`config.mk`:
```
export PLATFORM = sky130hd
export DESIGN_NAME = axil_csr_bridge
export DESIGN_NICKNAME = d
export VERILOG_FILES = /design/src/rtl/axil_csr_pkg.sv /design/src/rtl/axil_csr_hold.sv /design/src/rtl/axil_csr_arb.sv /design/src/rtl/axil_csr_rsp_fifo.sv /design/src/rtl/axil_csr_bridge.sv
export SDC_FILE = /design/constraint.sdc
export NUM_CORES = 1
export LEC_CHECK = 0
export ABC_AREA = 0
export BUFFER_PORTS_ARGS = -buffer_cell sky130_fd_sc_hd__buf_4
export CORE_AREA = 2 2 135 137
export DETAILED_ROUTE_END_ITERATION = 7
export DIE_AREA = 0 0 137 139
export PLACE_DENSITY = 0.7
export REMOVE_ABC_BUFFERS = 1
export SLEW_MARGIN = 20
export SYNTH_ARGS = -nofsm -noshare
export SYNTH_HDL_FRONTEND = slang
export SYNTH_SLANG_ARGS = --single-unit
```
`constraint.sdc`:
```
create_clock -name clk_i -period 3.4 [get_ports clk_i]
set_input_delay 0.68 -clock clk_i [delete_from_list [all_inputs] [get_ports clk_i]]
set_output_delay 0.68 -clock clk_i [all_outputs]
set_load 0.005 [all_outputs]
```
`src/rtl/axil_csr_pkg.sv`:
```
package axil_csr_pkg;
  localparam logic [1:0] RESP_OKAY = 2'b00;

  // round trip: issue, RF_LATENCY cycles, buffer push, handshake
  function automatic int max_outstanding(input int rf_latency);
    return rf_latency + 2;
  endfunction
endpackage

```
`src/rtl/axil_csr_hold.sv`:
```
module axil_csr_hold #(
  parameter int W = 8
) (
  input  logic         clk_i,
  input  logic         rst_ni,
  input  logic         in_valid_i,
  output logic         in_ready_o,
  input  logic [W-1:0] in_data_i,
  output logic         out_valid_o,
  output logic [W-1:0] out_data_o,
  input  logic         pop_i
);
  logic         full_q;
  logic [W-1:0] data_q;

  // refill in the same cycle the entry leaves
  assign in_ready_o  = !full_q || pop_i;
  assign out_valid_o = full_q;
  assign out_data_o  = data_q;

  always_ff @(posedge clk_i or negedge rst_ni) begin
    if (!rst_ni) begin
      full_q <= 1'b0;
      data_q <= '0;
    end else if (in_valid_i && in_ready_o) begin
      full_q <= 1'b1;
      data_q <= in_data_i;
    end else if (pop_i) begin
      full_q <= 1'b0;
    end
  end
endmodule

```
`src/rtl/axil_csr_arb.sv`:
```
module axil_csr_arb (
  input  logic clk_i,
  input  logic rst_ni,
  input  logic rd_pend_i,
  input  logic wr_pend_i,
  input  logic slot_ok_i,
  output logic rd_go_o,
  output logic wr_go_o
);
  logic prev_rd_q;

  always_comb begin
    rd_go_o = slot_ok_i && rd_pend_i && (!wr_pend_i || !prev_rd_q);
    wr_go_o = slot_ok_i && wr_pend_i && (!rd_pend_i || prev_rd_q);
  end

  always_ff @(posedge clk_i or negedge rst_ni) begin
    if (!rst_ni)      prev_rd_q <= 1'b0;
    else if (rd_go_o) prev_rd_q <= 1'b1;
    else if (wr_go_o) prev_rd_q <= 1'b0;
  end
endmodule

```
`src/rtl/axil_csr_rsp_fifo.sv`:
```
module axil_csr_rsp_fifo #(
  parameter int DEPTH = 4,
  parameter int W     = 33
) (
  input  logic         clk_i,
  input  logic         rst_ni,
  input  logic         push_i,
  input  logic [W-1:0] din_i,
  input  logic         pop_i,
  output logic         valid_o,
  output logic [W-1:0] dout_o
);
  localparam int PW = (DEPTH > 1) ? $clog2(DEPTH) : 1;
  localparam int CW = $clog2(DEPTH + 1);

  logic [W-1:0]  mem_q [DEPTH];
  logic [PW-1:0] wp_q, rp_q;
  logic [CW-1:0] cnt_q;

  assign valid_o = (cnt_q != '0);
  assign dout_o  = mem_q[rp_q];

  always_ff @(posedge clk_i) begin
    if (push_i) mem_q[wp_q] <= din_i;
  end

  always_ff @(posedge clk_i or negedge rst_ni) begin
    if (!rst_ni) begin
      wp_q  <= '0;
      rp_q  <= '0;
      cnt_q <= '0;
    end else begin
      if (push_i) wp_q <= (wp_q == PW'(DEPTH - 1)) ? '0 : wp_q + 1'b1;
      if (pop_i)  rp_q <= (rp_q == PW'(DEPTH - 1)) ? '0 : rp_q + 1'b1;
      cnt_q <= cnt_q + CW'(push_i) - CW'(pop_i);
    end
  end
endmodule

```
`src/rtl/axil_csr_bridge.sv`:
```
module axil_csr_bridge
  import axil_csr_pkg::*;
#(
  parameter int ADDR_W     = 12,
  parameter int DATA_W     = 32,
  parameter int RF_LATENCY = 2
) (
  input  logic                clk_i,
  input  logic                rst_ni,
  input  logic                s_awvalid_i,
  output logic                s_awready_o,
  input  logic [ADDR_W-1:0]   s_awaddr_i,
  input  logic                s_wvalid_i,
  output logic                s_wready_o,
  input  logic [DATA_W-1:0]   s_wdata_i,
  input  logic [DATA_W/8-1:0] s_wstrb_i,
  output logic                s_bvalid_o,
  input  logic                s_bready_i,
  output logic [1:0]          s_bresp_o,
  input  logic                s_arvalid_i,
  output logic                s_arready_o,
  input  logic [ADDR_W-1:0]   s_araddr_i,
  output logic                s_rvalid_o,
  input  logic                s_rready_i,
  output logic [DATA_W-1:0]   s_rdata_o,
  output logic [1:0]          s_rresp_o,
  output logic                req_o,
  output logic                req_wr_o,
  output logic [ADDR_W-1:0]   req_addr_o,
  output logic [DATA_W-1:0]   req_wdata_o,
  output logic [DATA_W/8-1:0] req_wstrb_o,
  input  logic                rd_ack_i,
  input  logic [DATA_W-1:0]   rd_data_i,
  input  logic                wr_ack_i
);
  localparam int STRB_W  = DATA_W / 8;
  localparam int MAX_OUT = max_outstanding(RF_LATENCY);
  localparam int CNT_W   = $clog2(MAX_OUT + 1);
  localparam int RSP_W   = DATA_W + 1;

  logic                aw_full, w_full, ar_full;
  logic [ADDR_W-1:0]   aw_addr, ar_addr;
  logic [DATA_W+STRB_W-1:0] w_bundle;
  logic                rd_go, wr_go, slot_ok;
  logic [CNT_W-1:0]    inflight_q;
  logic                rsp_valid, rsp_pop;
  logic [RSP_W-1:0]    rsp_head;

  axil_csr_hold #(.W(ADDR_W)) u_aw (
    .clk_i, .rst_ni,
    .in_valid_i (s_awvalid_i), .in_ready_o (s_awready_o), .in_data_i (s_awaddr_i),
    .out_valid_o(aw_full), .out_data_o(aw_addr), .pop_i(wr_go)
  );

  axil_csr_hold #(.W(DATA_W + STRB_W)) u_w (
    .clk_i, .rst_ni,
    .in_valid_i (s_wvalid_i), .in_ready_o (s_wready_o), .in_data_i ({s_wstrb_i, s_wdata_i}),
    .out_valid_o(w_full), .out_data_o(w_bundle), .pop_i(wr_go)
  );

  axil_csr_hold #(.W(ADDR_W)) u_ar (
    .clk_i, .rst_ni,
    .in_valid_i (s_arvalid_i), .in_ready_o (s_arready_o), .in_data_i (s_araddr_i),
    .out_valid_o(ar_full), .out_data_o(ar_addr), .pop_i(rd_go)
  );

  // counter is bounded by MAX_OUT, so the buffer below can never overflow
  assign slot_ok = (inflight_q < CNT_W'(MAX_OUT));

  axil_csr_arb u_arb (
    .clk_i, .rst_ni,
    .rd_pend_i(ar_full), .wr_pend_i(aw_full && w_full), .slot_ok_i(slot_ok),
    .rd_go_o(rd_go), .wr_go_o(wr_go)
  );

  assign req_o       = rd_go || wr_go;
  assign req_wr_o    = wr_go;
  assign req_addr_o  = (wr_go ? aw_addr : ar_addr) & ~ADDR_W'(STRB_W - 1);
  assign req_wdata_o = w_bundle[DATA_W-1:0];
  assign req_wstrb_o = w_bundle[DATA_W+STRB_W-1:DATA_W];

  axil_csr_rsp_fifo #(.DEPTH(MAX_OUT), .W(RSP_W)) u_rsp (
    .clk_i, .rst_ni,
    .push_i (rd_ack_i || wr_ack_i),
    .din_i  ({wr_ack_i, rd_ack_i ? rd_data_i : '0}),
    .pop_i  (rsp_pop),
    .valid_o(rsp_valid),
    .dout_o (rsp_head)
  );

  assign s_bvalid_o = rsp_valid &&  rsp_head[DATA_W];
  assign s_rvalid_o = rsp_valid && !rsp_head[DATA_W];
  assign s_rdata_o  = rsp_head[DATA_W-1:0];
  assign s_bresp_o  = RESP_OKAY;
  assign s_rresp_o  = RESP_OKAY;
  assign rsp_pop    = (s_bvalid_o && s_bready_i) || (s_rvalid_o && s_rready_i);

  always_ff @(posedge clk_i or negedge rst_ni) begin
    if (!rst_ni) inflight_q <= '0;
    else         inflight_q <= inflight_q + CNT_W'(req_o) - CNT_W'(rsp_pop);
  end
endmodule

```
==> flow_summary.yaml <==
clock_tree:
  clkTransAtPathRegs_ps: 60
  clock_tree.htree_level_count: 1
  cts_root_cell: "clkbuf_16"
  cts_setup_buffers: 0
  cts_inserted_buffers: 21
  clockBufferDepth: 3
  clock_tree_from_tritoncts: "yes"
  cts_hold_repair.buffers: 0
  cts_num_sinks: 202
  cts-resized-gates: 0
  worst_skew_pair.late_latency_ps: 490
min_path:
  hp-class: "input port to async pin"
cells_and_area:
  area.growth.synth_to_final_pct: 29.1
  final_nets: 723
  final_core_utilization: 0.592
  fin_cells: 855
  final_layout_size_suffix_gt1_frac: 0.532
  n_antenna_cell: 0
critical_path:
  worst-setup-path-type: "register to primary output"
  crit_arrival_ps: 2230
  timing.critical_path.required_ps: 2720
  timing.critical_path.slowest_stage_cell: "mux4_2"
  most_frequent_cell_on_the_critical_path: "buf_4"
  critical_path.endpoint_type: "primary output"
  regToRegSetupSlack_ps: 770
  highest_net_fanout_along_the_worst_path: 35
  worstPathCellList: "buf_4, mux4_2, buf_4"
  critPathLaunchType: "register"
  critical-path-max-stage-delay_ps: 630
timing:
  setup_viol: 0
  tightestPinTransition_ps: 870
  finalWorstSetupSlack_ps: 487
  max_slew_margin: 0.420
  slew_violations: 0
  post_route_clock_skew_ps: 7.87
  finalCriticalPeriod_ps: 2910
  fmax_mhz: 343
  totalNegativeSetupSlack_ps: 0
  post-route-period-util: 0.857
  final_hold_viol_count: 0
  grt_setup_unrepaired: "false"
routing:
  routed_wl_mm: 15.8
  antenna_nets_post_route: 0
  drt_first_pass_iters: 4
  detail_route.iter0.violations: 134
  post_drt_wl_per_cell_um: 18.4
  detail_route.vias_per_cell: 5.01
  vias: 4287
  remaining_drc_errors: 0
logic_synthesis:
  synth.yosys.warnings: 0
  count_of_state_elements_after_synthesis: 202
  synthesis.area_um2: 8100
  yosys_cell_types: 28
  synth_sequential_area_ratio: 0.705
  syn-mean-instance-area_um2: 19.6
  netlist_instances: 414
floorplanning:
  floorplan.initialDensity: 0.459
  floorplan.die_area_um2: 19000
  die_h_um: 139
  core_area_um2: 17700
  die_x_um: 137
  num_rows: 49
  top_level_ports: 192
placement:
  cell_count_after_placement: 817
  post-dp-hpwl_mm: 10.2
  numPortBuffers: 181
  pre_cts_slack_ps: 747
  gp_routability_congestion: 0.708
power:
  power_density_nw_per_um2: 958
  ir_drop_v: 0.000583
  power.leakage_nw: 4.32
outcome:
  outcome: "completed"
global_routing:
  grt_max_degree: 71
  first_global_vias: 4773
  grtUsageTotal: 0.168
  antenna_found_initial: 0
  grt_first_pass_wirelength_mm: 24.8
  globalRouteOverflowTotal: 0
flow_run:
  maxCapViolCount: 0
[path summary, 6_finish.rpt]
path | depth (start not counted) | endpoint | start
setup / recovery | 3 | s_rdata_o[29] | u_rsp.rp_q[0]$_DFFE_PN0P_
hold / removal | 1 | u_aw.out_data_o[11]$_DFFE_PN0P_ | rst_ni
setup reg to reg | 10 | inflight_q[2]$_DFF_PN0_ | u_rsp.rp_q[0]$_DFFE_PN0P_
hold reg to reg | 1 | u_ar.out_data_o[11]$_DFFE_PN0P_ | u_ar.out_data_o[11]$_DFFE_PN0P_
max in group asynchronous | 1 | u_rsp.rp_q[0]$_DFFE_PN0P_ | rst_ni
min in group clk_i | 2 | u_ar.out_valid_o$_DFFE_PN0P_ | s_arvalid_i
[per-stage QoR]
step	total power [mW]	cell area (um^2)	hold WS, ps
floorplan	6.12	7990	384
global placement	7.82	9780	483
detailed placement	7.94	9780	493
CTS	10.2	10500	337
global route	10.6	10500	379
finish	10.0	10500	321
[per-layer routing]
metal / part of all wire / wire (um) / vias to the layer above / global-route usage
met4: 0.016 / 247 / 0 / 0.0450
met2: 0.49 / 7690 / 187 / 0.283
met5: 0 / 0 / - / 0
li1: - / - / 1945 / -
met1: 0.40 / 6260 / 2134 / 0.207
met3: 0.10 / 1570 / 21 / 0.0567
[report_power, final]
part | total, mW | internal, mW | switching, mW
sequential | 3.95 | 3.58 | 0.361
clock | 2.22 | 1.33 | 0.889
combinational | 3.86 | 2.27 | 1.58
[registers in the layout, indices dropped and copies added, names as in the netlist]
signal and cells:
u_rsp.cnt_q 3, u_ar.out_valid_o 1, u_ar.out_data_o 10, u_arb.prev_rd_q 1
u_w.out_valid_o 1, u_aw.out_data_o 10, u_w.out_data_o 36, inflight_q 3
u_aw.out_valid_o 1, u_rsp.rp_q 2, u_rsp.wp_q 2, u_rsp.mem_q 132
[synth_stat cells, drive strengths merged]
master,instances,area [um^2]
edfxtp,132,3960
dfrtp,70,1750
mux2,69,890
mux4,33,743
and2,32,200
buf,14,104
inv,13,48.8
ha,9,113
clkbuf,7,26.3
nand2b,5,31.3
nor2,5,18.8
nor2b,5,31.3
xnor2,4,35.0
a21oi,3,15.0
o21ai,3,22.5
fa,2,40.0
nor3,2,10.0
a2111oi,1,27.5
a21o,1,7.51
and3,1,6.26
conb,1,3.75
mux2i,1,10.0
nand2,1,3.75
[layout make-up]
type	count	area, um^2
clock buffer	27	568
clock inverter	11	111
inverter	13	48.8
sequential	202	5720
timing repair buffer	190	1460
fill	1361	7200
multi-input combinational	183	2260
tap	229	287
[cells in the final DEF (no fill, tap or decap), types with 6 or more instances in the layout]
master / Yosys / final
conb_1: 1 / 6
ha_1: 9 / 9
and2_1: 32 / 32
mux4_2: 33 / 33
mux2_4: 30 / 30
inv_1: 12 / 12
edfxtp_1: 132 / 132
dfrtp_1: 70 / 68
buf_4: 6 / 187
clkbuf_16: 0 / 21
mux2_2: 39 / 39
[cell families after synthesis]
family | after synthesis | share of synthesized area
compound gates | 8 | 0.00896
simple gates | 51 | 0.0372
flops | 202 | 0.705
xor+xnor | 4 | 0.00432
buf+inv | 34 | 0.0221
other cells | 1 | 0.000463
mux | 103 | 0.203
fa+ha+maj | 11 | 0.0188
[worst max-delay path: cells and delay by family, from the launching register on]
kind                   cells  cell delay (ps)
DFF                        1              370
muxes                      1              630
buffers and inverters      2              720
Power figures use the tool's default switching activity.
